==> src/rtl/trap_entry_pkg.sv <==
package trap_entry_pkg;

  localparam int PSW = 12;

  // State word bit positions
  localparam int PS_AG   = 0;
  localparam int PS_PRIV = 2;
  localparam int PS_PEF  = 4;
  localparam int PS_RED  = 5;
  localparam int PS_MG   = 10;
  localparam int PS_IG   = 11;

  localparam logic [PSW-1:0] PS_SAVE_MASK = 12'hF3F;

  // Trap type codes and class decode
  localparam logic [8:0] TT_INTVEC     = 9'h060;
  localparam logic [8:0] TT_IFAULT     = 9'h008;
  localparam logic [8:0] TT_DFAULT     = 9'h030;
  localparam logic [8:0] TT_MMU_LO     = 9'h064;
  localparam logic [8:0] TT_MMU_HI     = 9'h06F;
  localparam logic [8:0] TT_CLEANWIN   = 9'h024;
  localparam logic [8:0] TT_CLASS_MASK = 9'h1C0;
  localparam logic [8:0] TT_SPILL_CLS  = 9'h080;
  localparam logic [8:0] TT_FILL_CLS   = 9'h0C0;

  typedef enum logic [1:0] {GS_ALT, GS_MMU, GS_INTR} gset_e;
  typedef enum logic [1:0] {WK_NONE, WK_CLEAN, WK_SPILL, WK_FILL} wkind_e;

  typedef struct packed {
    logic [7:0]     ccr;
    logic [7:0]     asi;
    logic [3:0]     rsv;
    logic [PSW-1:0] ps;
    logic [7:0]     win;
  } tstate_t;

  function automatic gset_e gset_of(input logic [8:0] tt);
    if (tt == TT_INTVEC)
      return GS_INTR;
    else if (tt == TT_IFAULT || tt == TT_DFAULT || (tt >= TT_MMU_LO && tt <= TT_MMU_HI))
      return GS_MMU;
    else
      return GS_ALT;
  endfunction

  function automatic wkind_e wkind_of(input logic [8:0] tt);
    if (tt == TT_CLEANWIN)
      return WK_CLEAN;
    else if ((tt & TT_CLASS_MASK) == TT_SPILL_CLS)
      return WK_SPILL;
    else if ((tt & TT_CLASS_MASK) == TT_FILL_CLS)
      return WK_FILL;
    else
      return WK_NONE;
  endfunction

endpackage

==> src/rtl/tel_level.sv <==
module tel_level #(
  parameter int MAXTL = 5,
  parameter int LW    = $clog2(MAXTL + 1)
) (
  input  logic          clk,
  input  logic          rst_n,
  input  logic          take,
  output logic [LW-1:0] tl_q,
  output logic [LW-1:0] nl,
  output logic          fault,
  output logic          red
);

  localparam logic [LW-1:0] TL_MAX  = LW'(MAXTL);
  localparam logic [LW-1:0] TL_LAST = LW'(MAXTL - 1);

  assign fault = (tl_q >= TL_MAX);
  assign red   = !fault && (tl_q >= TL_LAST);
  assign nl    = tl_q + LW'(1);

  always_ff @(posedge clk) begin
    if (!rst_n)
      tl_q <= '0;
    else if (take && !fault)
      tl_q <= nl;
  end

endmodule

==> src/rtl/tel_pstate_cwp.sv <==
module tel_pstate_cwp
  import trap_entry_pkg::*;
#(
  parameter int             NWIN       = 8,
  parameter int             CW         = $clog2(NWIN),
  parameter logic [PSW-1:0] RST_PSTATE = 12'h000
) (
  input  logic           clk,
  input  logic           rst_n,
  input  logic           commit,
  input  logic           red,
  input  logic [8:0]     tt,
  input  logic [CW-1:0]  cansave,
  output logic [PSW-1:0] ps_q,
  output logic [PSW-1:0] ps_saved,
  output logic [CW-1:0]  cwp_q
);

  localparam int            SW       = CW + 2;
  localparam logic [SW-1:0] SP_BIAS  = SW'(2 * NWIN - 2);
  localparam logic [SW-1:0] WIN_MOD  = SW'(NWIN);
  localparam logic [CW-1:0] WIN_LAST = CW'(NWIN - 1);

  logic [PSW-1:0] ps_next;
  logic [CW-1:0]  cwp_next;
  logic [SW-1:0]  sp_sum;

  always_comb begin
    ps_saved = ps_q;
    if (red)
      ps_saved[PS_RED] = 1'b1;
    ps_next          = ps_saved;
    ps_next[PS_PEF]  = 1'b1;
    ps_next[PS_PRIV] = 1'b1;
    ps_next[PS_AG]   = 1'b0;
    ps_next[PS_MG]   = 1'b0;
    ps_next[PS_IG]   = 1'b0;
    case (gset_of(tt))
      GS_INTR: ps_next[PS_IG] = 1'b1;
      GS_MMU:  ps_next[PS_MG] = 1'b1;
      default: ps_next[PS_AG] = 1'b1;
    endcase
  end

  always_comb begin
    sp_sum   = {2'b00, cwp_q} + SP_BIAS - {2'b00, cansave};
    cwp_next = cwp_q;
    case (wkind_of(tt))
      WK_CLEAN: cwp_next = (cwp_q == '0) ? WIN_LAST : cwp_q - CW'(1);
      WK_SPILL: cwp_next = CW'(sp_sum % WIN_MOD);
      WK_FILL:  cwp_next = (cwp_q == WIN_LAST) ? '0 : cwp_q + CW'(1);
      default:  cwp_next = cwp_q;
    endcase
  end

  always_ff @(posedge clk) begin
    if (!rst_n) begin
      ps_q  <= RST_PSTATE;
      cwp_q <= '0;
    end else if (commit) begin
      ps_q  <= ps_next;
      cwp_q <= cwp_next;
    end
  end

endmodule

==> src/rtl/tel_stack.sv <==
module tel_stack #(
  parameter int DEPTH = 5,
  parameter int LW    = $clog2(DEPTH + 1),
  parameter int AW    = 64
) (
  input  logic          clk,
  input  logic          rst_n,
  input  logic          we,
  input  logic [LW-1:0] wlvl,
  input  logic [39:0]   wtstate,
  input  logic [AW-1:0] wpc,
  input  logic [AW-1:0] wnpc,
  input  logic [8:0]    wtt,
  input  logic [LW-1:0] rlvl,
  output logic [39:0]   rtstate,
  output logic [AW-1:0] rpc,
  output logic [AW-1:0] rnpc,
  output logic [8:0]    rtt
);

  logic [39:0]   ts_mem  [DEPTH];
  logic [AW-1:0] pc_mem  [DEPTH];
  logic [AW-1:0] npc_mem [DEPTH];
  logic [8:0]    tt_mem  [DEPTH];

  for (genvar g = 0; g < DEPTH; g++) begin : g_ent
    localparam logic [LW-1:0] MY_LVL = LW'(g + 1);
    always_ff @(posedge clk) begin
      if (!rst_n) begin
        ts_mem[g]  <= '0;
        pc_mem[g]  <= '0;
        npc_mem[g] <= '0;
        tt_mem[g]  <= '0;
      end else if (we && wlvl == MY_LVL) begin
        ts_mem[g]  <= wtstate;
        pc_mem[g]  <= wpc;
        npc_mem[g] <= wnpc;
        tt_mem[g]  <= wtt;
      end
    end
  end

  always_comb begin
    rtstate = '0;
    rpc     = '0;
    rnpc    = '0;
    rtt     = '0;
    for (int i = 0; i < DEPTH; i++) begin
      if (rlvl == LW'(i + 1)) begin
        rtstate = ts_mem[i];
        rpc     = pc_mem[i];
        rnpc    = npc_mem[i];
        rtt     = tt_mem[i];
      end
    end
  end

endmodule

==> src/rtl/trap_entry_seq.sv <==
module trap_entry_seq
  import trap_entry_pkg::*;
#(
  parameter int             MAXTL      = 5,
  parameter int             NWIN       = 8,
  parameter int             AW         = 64,
  parameter logic [PSW-1:0] RST_PSTATE = 12'h000,
  parameter logic [AW-1:0]  TBA_RST    = '0,
  localparam int            CW         = $clog2(NWIN),
  localparam int            LW         = $clog2(MAXTL + 1)
) (
  input  logic           clk,
  input  logic           rst_n,
  input  logic           trap_valid,
  output logic           trap_ready,
  input  logic [8:0]     trap_type,
  input  logic [7:0]     ccr_i,
  input  logic [7:0]     asi_i,
  input  logic [CW-1:0]  cansave_i,
  input  logic [AW-1:0]  pc_i,
  input  logic [AW-1:0]  npc_i,
  output logic [LW-1:0]  tl_o,
  output logic [PSW-1:0] pstate_o,
  output logic [CW-1:0]  cwp_o,
  output logic           err_o,
  output logic           redir_valid,
  output logic [AW-1:0]  redir_pc,
  output logic [AW-1:0]  redir_npc,
  input  logic [LW-1:0]  rd_lvl,
  output logic [39:0]    rd_tstate,
  output logic [AW-1:0]  rd_tpc,
  output logic [AW-1:0]  rd_tnpc,
  output logic [8:0]     rd_tt
);

  logic           take, commit, fault, red;
  logic [LW-1:0]  nl;
  logic [PSW-1:0] ps_saved;
  tstate_t        ts_pack;
  logic [AW-1:0]  tbr_q, tbr_next;
  logic           rv_q, err_q;
  logic [AW-1:0]  npc_q;

  assign trap_ready = !rv_q;
  assign take       = trap_valid && trap_ready;
  assign commit     = take && !fault;

  tel_level #(.MAXTL(MAXTL), .LW(LW)) u_level (
    .clk   (clk),
    .rst_n (rst_n),
    .take  (take),
    .tl_q  (tl_o),
    .nl    (nl),
    .fault (fault),
    .red   (red)
  );

  tel_pstate_cwp #(.NWIN(NWIN), .CW(CW), .RST_PSTATE(RST_PSTATE)) u_pscwp (
    .clk      (clk),
    .rst_n    (rst_n),
    .commit   (commit),
    .red      (red),
    .tt       (trap_type),
    .cansave  (cansave_i),
    .ps_q     (pstate_o),
    .ps_saved (ps_saved),
    .cwp_q    (cwp_o)
  );

  always_comb begin
    ts_pack.ccr = ccr_i;
    ts_pack.asi = asi_i;
    ts_pack.rsv = '0;
    ts_pack.ps  = ps_saved & PS_SAVE_MASK;
    ts_pack.win = 8'(cwp_o);
  end

  tel_stack #(.DEPTH(MAXTL), .LW(LW), .AW(AW)) u_stack (
    .clk     (clk),
    .rst_n   (rst_n),
    .we      (commit),
    .wlvl    (nl),
    .wtstate (ts_pack),
    .wpc     (pc_i),
    .wnpc    (npc_i),
    .wtt     (trap_type),
    .rlvl    (rd_lvl),
    .rtstate (rd_tstate),
    .rpc     (rd_tpc),
    .rnpc    (rd_tnpc),
    .rtt     (rd_tt)
  );

  assign tbr_next = {tbr_q[AW-1:15], (nl > LW'(1)), trap_type, 5'b00000};

  always_ff @(posedge clk) begin
    if (!rst_n) begin
      tbr_q <= TBA_RST;
      npc_q <= '0;
      rv_q  <= 1'b0;
      err_q <= 1'b0;
    end else begin
      rv_q <= commit;
      if (commit) begin
        tbr_q <= tbr_next;
        npc_q <= tbr_next + AW'(4);
      end
      if (take && fault)
        err_q <= 1'b1;
    end
  end

  assign redir_valid = rv_q;
  assign redir_pc    = tbr_q;
  assign redir_npc   = npc_q;
  assign err_o       = err_q;

endmodule

==> config.mk <==
export PLATFORM = sky130hd
export DESIGN_NAME = trap_entry_seq
export DESIGN_NICKNAME = d
export VERILOG_FILES = /design/src/rtl/trap_entry_pkg.sv /design/src/rtl/tel_level.sv /design/src/rtl/tel_pstate_cwp.sv /design/src/rtl/tel_stack.sv /design/src/rtl/trap_entry_seq.sv
export SDC_FILE = /design/constraint.sdc
export NUM_CORES = 1
export LEC_CHECK = 0
export BUFFER_PORTS_ARGS = -buffer_cell sky130_fd_sc_hd__buf_2
export CAP_MARGIN = 15
export CORE_ASPECT_RATIO = 1.25
export CORE_MARGIN = 4
export CORE_UTILIZATION = 53
export CTS_CLUSTER_SIZE = 25
export DETAILED_ROUTE_END_ITERATION = 7
export MAX_ROUTING_LAYER = met4
export PLACE_DENSITY = 0.77
export SLEW_MARGIN = 40
export SYNTH_ARGS = -nofsm -noshare
export SYNTH_HDL_FRONTEND = slang
export SYNTH_SLANG_ARGS = --single-unit
==> constraint.sdc <==
create_clock -name clk -period 15.9 [get_ports clk]
set_clock_uncertainty 0.2 [all_clocks]
set_input_delay 3.18 -clock clk [delete_from_list [all_inputs] [get_ports clk]]
set_output_delay 3.18 -clock clk [all_outputs]
set_load 0.005 [all_outputs]
== After elaboration in Yosys (flattened, before gate mapping) ==
Memories as Yosys holds them, arrays and structs flattened.
Index checks and enable logic that the tools add are counted.
Storage, ports and cells
  bits in registers: 88
  bits in writable memories: 810
  input bits: 162
  output and inout bits: 326
  memories: 4
Operators by class
  add/sub/neg operators: 6
  $lt $le $gt $ge: 5
  eq/ne operators: 22
  mux-type cells: 68
  bitwise logic cells: 20
  reduce and logical (&&, ||, !) cells: 18
Memory list
  u_stack.npc_mem: depth 5, width 64, rd ports 5, clocked after Yosys merged registers in 0, write ports 5, RTL line tel_stack.sv:23  | logic [AW-1:0] npc_mem [DEPTH];
  u_stack.pc_mem: depth 5, width 64, rd ports 5, clocked after Yosys merged registers in 0, write ports 5, RTL line tel_stack.sv:22  | logic [AW-1:0] pc_mem [DEPTH];
  u_stack.ts_mem: depth 5, width 25, rd ports 5, clocked after Yosys merged registers in 0, write ports 5, RTL line tel_stack.sv:21  | logic [39:0] ts_mem [DEPTH];
  u_stack.tt_mem: depth 5, width 9, rd ports 5, clocked after Yosys merged registers in 0, write ports 5, RTL line tel_stack.sv:24  | logic [8:0] tt_mem [DEPTH];
Operators with widths (count)
  64-bit 2-to-1 mux: 20
  40-bit 2-to-1 mux: 5
  25-bit 2-to-1 mux: 5
  9-bit 2-to-1 mux: 10
  1-bit 2-to-1 mux: 21
  1-bit OR: 20
  3-bit by 2-bit equality test with 1-bit output (second input constant): 6
  9-bit by 6-bit equality test with 1-bit output (second input constant): 2
  15-bit by 3-bit adder with 16-bit output (second input constant): 1
  3-bit equality test (second input constant): 5
  1-bit logical AND: 10
  9-bit by 4-bit equality test with 1-bit output (second input constant): 1
  9-bit by 7-bit equality test with 1-bit output (second input constant): 1
  9-bit by 7-bit greater-or-equal comparator with 1-bit output (second input constant): 1
  9-bit by 7-bit less-or-equal comparator with 1-bit output (second input constant): 1
  3-bit one-hot mux with 3 select lines: 1
  2-bit 2-to-1 mux: 4
  3-bit by 1-bit adder with 3-bit output (second input constant): 2
  2-bit equality test (second input constant): 3
  3-bit by 1-bit equality test with 1-bit output (second input constant): 2
  3-bit greater-or-equal comparator (second input constant): 2
  3-bit 2-to-1 mux: 2
  2-bit by 1-bit equality test with 1-bit output (second input constant): 2
  3-bit adder (second input constant): 1
  9 further kinds: 11

== Longest topological paths before layout ==
  word-level depth: 8
  gate-level depth with buffers: 11
  depth with buffers taken out: 9

== Modules after synthesis ==
From an unflattened synthesis, not the netlist that was laid out.
Unflattened totals
  cell total of the unflattened synthesis: 2806
  area total of the unflattened synthesis: 40598.9 um^2
By module, submodules not included
  tel_stack: times used 1, cells each 2515, area an instance 38222.9 um^2, sequential area each 26575.5 um^2
  trap_entry_seq: times used 1, cells each 171, area an instance 1402.6 um^2, sequential area each 260.2 um^2
  tel_pstate_cwp: times used 1, cells each 96, area an instance 768.2 um^2, sequential area each 160.2 um^2
  tel_level: times used 1, cells each 24, area an instance 205.2 um^2, sequential area each 60.1 um^2

== Worst setup path after synthesis ==
No wires, ideal clock.
  path type: in2reg
  from: input trap_valid
  to: memory u_stack.npc_mem[2][0], enable pin
  setup time: 905 ps
  data arrival time: 15124 ps
  path slack: -329 ps
  stages: 4
  path buffers: 1
  cells stage by stage: nor2b_1 > nand2_1 > clkbuf_1 > o21ai_0
RTL lines
  from (decl): RTL line trap_entry_seq.sv:14  | input logic trap_valid,
  to (decl): RTL line tel_stack.sv:23

== Worst setup path after layout ==
  from: input rd_lvl[0]
  to: output rd_tnpc[26]
On the way
  word-level cells in the longest chain between the ends: 6
  elaborated cells on any way between the ends: 10
RTL lines
  from (decl): RTL line trap_entry_seq.sv:29  | input logic [LW-1:0] rd_lvl,
  3-bit by 1-bit equality test with 1-bit output: RTL line tel_stack.sv:49  | if (rlvl == LW'(i + 1)) begin
  64-bit 2-to-1 mux (4 in series): RTL line tel_stack.sv:49
  64-bit 2-to-1 mux *: RTL line tel_stack.sv:49
  to (decl): RTL line trap_entry_seq.sv:32  | output logic [AW-1:0] rd_tnpc,
Every way passes the cells marked *; elsewhere a longest branch is shown, timed or not.

==> results.ini <==
[status]
status=finished clean

[synthesis]
synth_area_per_cell_um2=13.8
synth_seq_area_share=0.643
synth_top_area_frac=0.631
synth_seq_cells=828
yosysUniqueCellTypes=47
synth_area_leaders=edfxtp_1 (63%), and2_1 (10%), mux2_2 (4.7%), mux2i_1 (4.2%), a22oi_1 (3.2%)
synth_top_flop_cell=edfxtp_1
synth_area_um2=38300
synth_edf_count=805
synth_top_area_cell=edfxtp_1
yosysWarnings=0
async_flop_share=0
syn-instance-count=2784

[place]
place_area_um2=40100
io_buffers=359
gp_congestion=0.838
post-place-cells=3879
dp_hpwl_um=57400

[setup_path]
critPathCaptureType=primary output
cp_max_fo=61
crit_path_start_kind=input pin
required_ps=12520
crit_chain=buf_8 > nor2b_4 > buf_6 > a22oi_1 > o22ai_1 > buf_2
path_class=input pin to primary output
crit_buf_inv=3
cpMaxStageDelayCell=nor2b_4
cp.arrival_ps=5730
slowest_delay_ps=720
critPathTopFamily=buffers and inverters

[sta]
worst_slew_pin_slew_ps=875
slew-limit-headroom=0.417
finalSetupViolations=0
fin_crit_ps=9110
finalHoldViolCount=0
final_max_slew_viol_count=0
finalCritPeriodShare=0.573
max_freq_mhz=110
setup-tns-final_ps=0
rsz0062_at_grt=no

[global_routing]
first_global_vias=24300
grt_overflow=0
grt_max_degree=107
antenna_found_initial=16
grt_pass1_wl_um=149000
grtUsageTotal=0.264

[pwr]
p_per_area_nw_per_um2=116
combPwrFrac=0.100
p_int_w=0.00376
ir_worst_vdd_uv=89.3
switchingPower_w=0.00119
switching_share=0.240
p_seq_frac=0.527
clkPwrFrac=0.373
leakagePower_nw=17.4

[die]
die_h_um=308
core_um2=71200
die_w_um=248
rows=109
io_pins=488
dieArea_um2=76600
start_util=0.538

[clocking]
clock_latency_ps=620
numCtsBuffers=81
cts_max_level=3
cts_root_buffer=clkbuf_16
cts_max_path_buffers=3
ctsResizeCount=0
ctsHoldBuffers=0
post_cts_buffers=0
cts_tree=yes
path_clk_slew_ps=60
cts.sinks=828

[final_layout]
instances_no_fill=4045
fin_util=0.600
syn2layout_area_growth_pct=11.6
nNetsFinal=3195
layout-drive-gt1-share=0.222
stdcell_area_um2=42700

[detailed_routing]
drt_iter0_markers=2373
drc_errors=0
via_per_inst=5.91
routed-via-count=23900
wire_per_inst_um=25.0
ant_nets=0
drt-total-wl_um=101000
first_pass_iters=5

[job]
cap_violations=0

[hold_path]
hp-class=flop to flop

[cell type report]
| type | instances | area [um^2] |
|---|---|---|
| Fill cell | 5465 | 28500 |
| Sequential cell | 828 | 24600 |
| Multi-Input combinational cell | 1704 | 12000 |
| Timing Repair Buffer | 396 | 2280 |
| Clock buffer | 102 | 2160 |
| Tap cell | 943 | 1180 |
| Clock inverter | 44 | 360 |
| Antenna cell | 18 | 45.0 |
| Inverter | 10 | 42.5 |
[placed cells by master, fill, tap and decap left out, types with 31 or more instances in the layout]
cell type / netlist / layout
and3_1: 158 / 158
o22ai_1: 161 / 161
a22oi_1: 162 / 162
mux2_2: 161 / 161
mux2i_1: 161 / 161
nand2_1: 33 / 31
and2_1: 628 / 628
buf_2: 36 / 356
clkbuf_16: 0 / 83
edfxtp_1: 805 / 805
conb_1: 1 / 128
[state kept, by name, summed over array words and instances, names as in the netlist]
name	count
redir_pc	10
u_pscwp.cwp_q	3
u_stack.ts_mem	120
u_pscwp.ps_q	5
u_stack.pc_mem	320
u_stack.tt_mem	45
u_stack.npc_mem	320
err_o	1
redir_valid	1
u_level.tl_q	3
[metal layers]
metal,global-route usage,vias up,part of all wire
met5,-,-,0
met4,0.104,0,0.035
met1,0.335,11900,0.38
met3,0.0356,221,0.082
met2,0.435,1257,0.50
li1,-,10500,-
[synthesized netlist by cell type, types with 2 or more instances]
library cell  count
nand2_1          33
mux2_2          161
a22oi_1         162
a21oi_1           5
nor2_2            2
and3_1          158
nor2_4            2
nor2_1           18
mux2i_1         161
ha_1             12
xnor2_1           3
clkbuf_2         14
buf_4           161
and2_1          628
buf_6            12
a31oi_1           3
o21a_1            3
dfxtp_1          23
nand3_1           4
o21ai_0           8
nor2b_1           6
buf_1            13
o211a_1           2
edfxtp_1        805
a21boi_0         11
nor3_1           14
clkbuf_1        133
buf_2            36
o22ai_1         161
inv_1             9
nand2b_1          5
[power by group through the flow]
stage	clock [W]	combinational (W)	sequential [W]
2_1_floorplan	0	0.000309	0.00269
3_3_place_gp	0	0.000478	0.00264
3_5_place_dp	0	0.000490	0.00265
4_1_cts	0.00186	0.000493	0.00261
5_1_grt	0.00196	0.000529	0.00262
6_report	0.00184	0.000494	0.00261
[through the flow]
step                      setup slack, ps  hold slack, ps  power (W)
after detailed placement             6440             257    0.00314
final                                6790             269    0.00494
after global routing                 6760             320    0.00510
after global placement               6270             252    0.00312
after floorplan                      -329             264    0.00300
after CTS                            6450             274    0.00496
[path summary, 6_finish.rpt]
kind	startpoint	end	slack [ps]	cells past startpoint
setup / recovery	rd_lvl[0]	rd_tnpc[26]	6790	6
hold / removal	err_o	err_o	270	1
setup reg to reg	u_level.tl_q[1]	u_stack.ts_mem[0][6]	11510	9
hold reg to reg	err_o	err_o	270	1
[logic make-up after synthesis]
group | share of synthesized area
compound gates | 0.0655
flops | 0.643
buf+inv | 0.0569
fa+ha+maj | 0.00392
mux | 0.0895
xor+xnor | 0.000915
other cells | 0.0000980
simple gates | 0.140
Power figures use the tool's default switching activity.
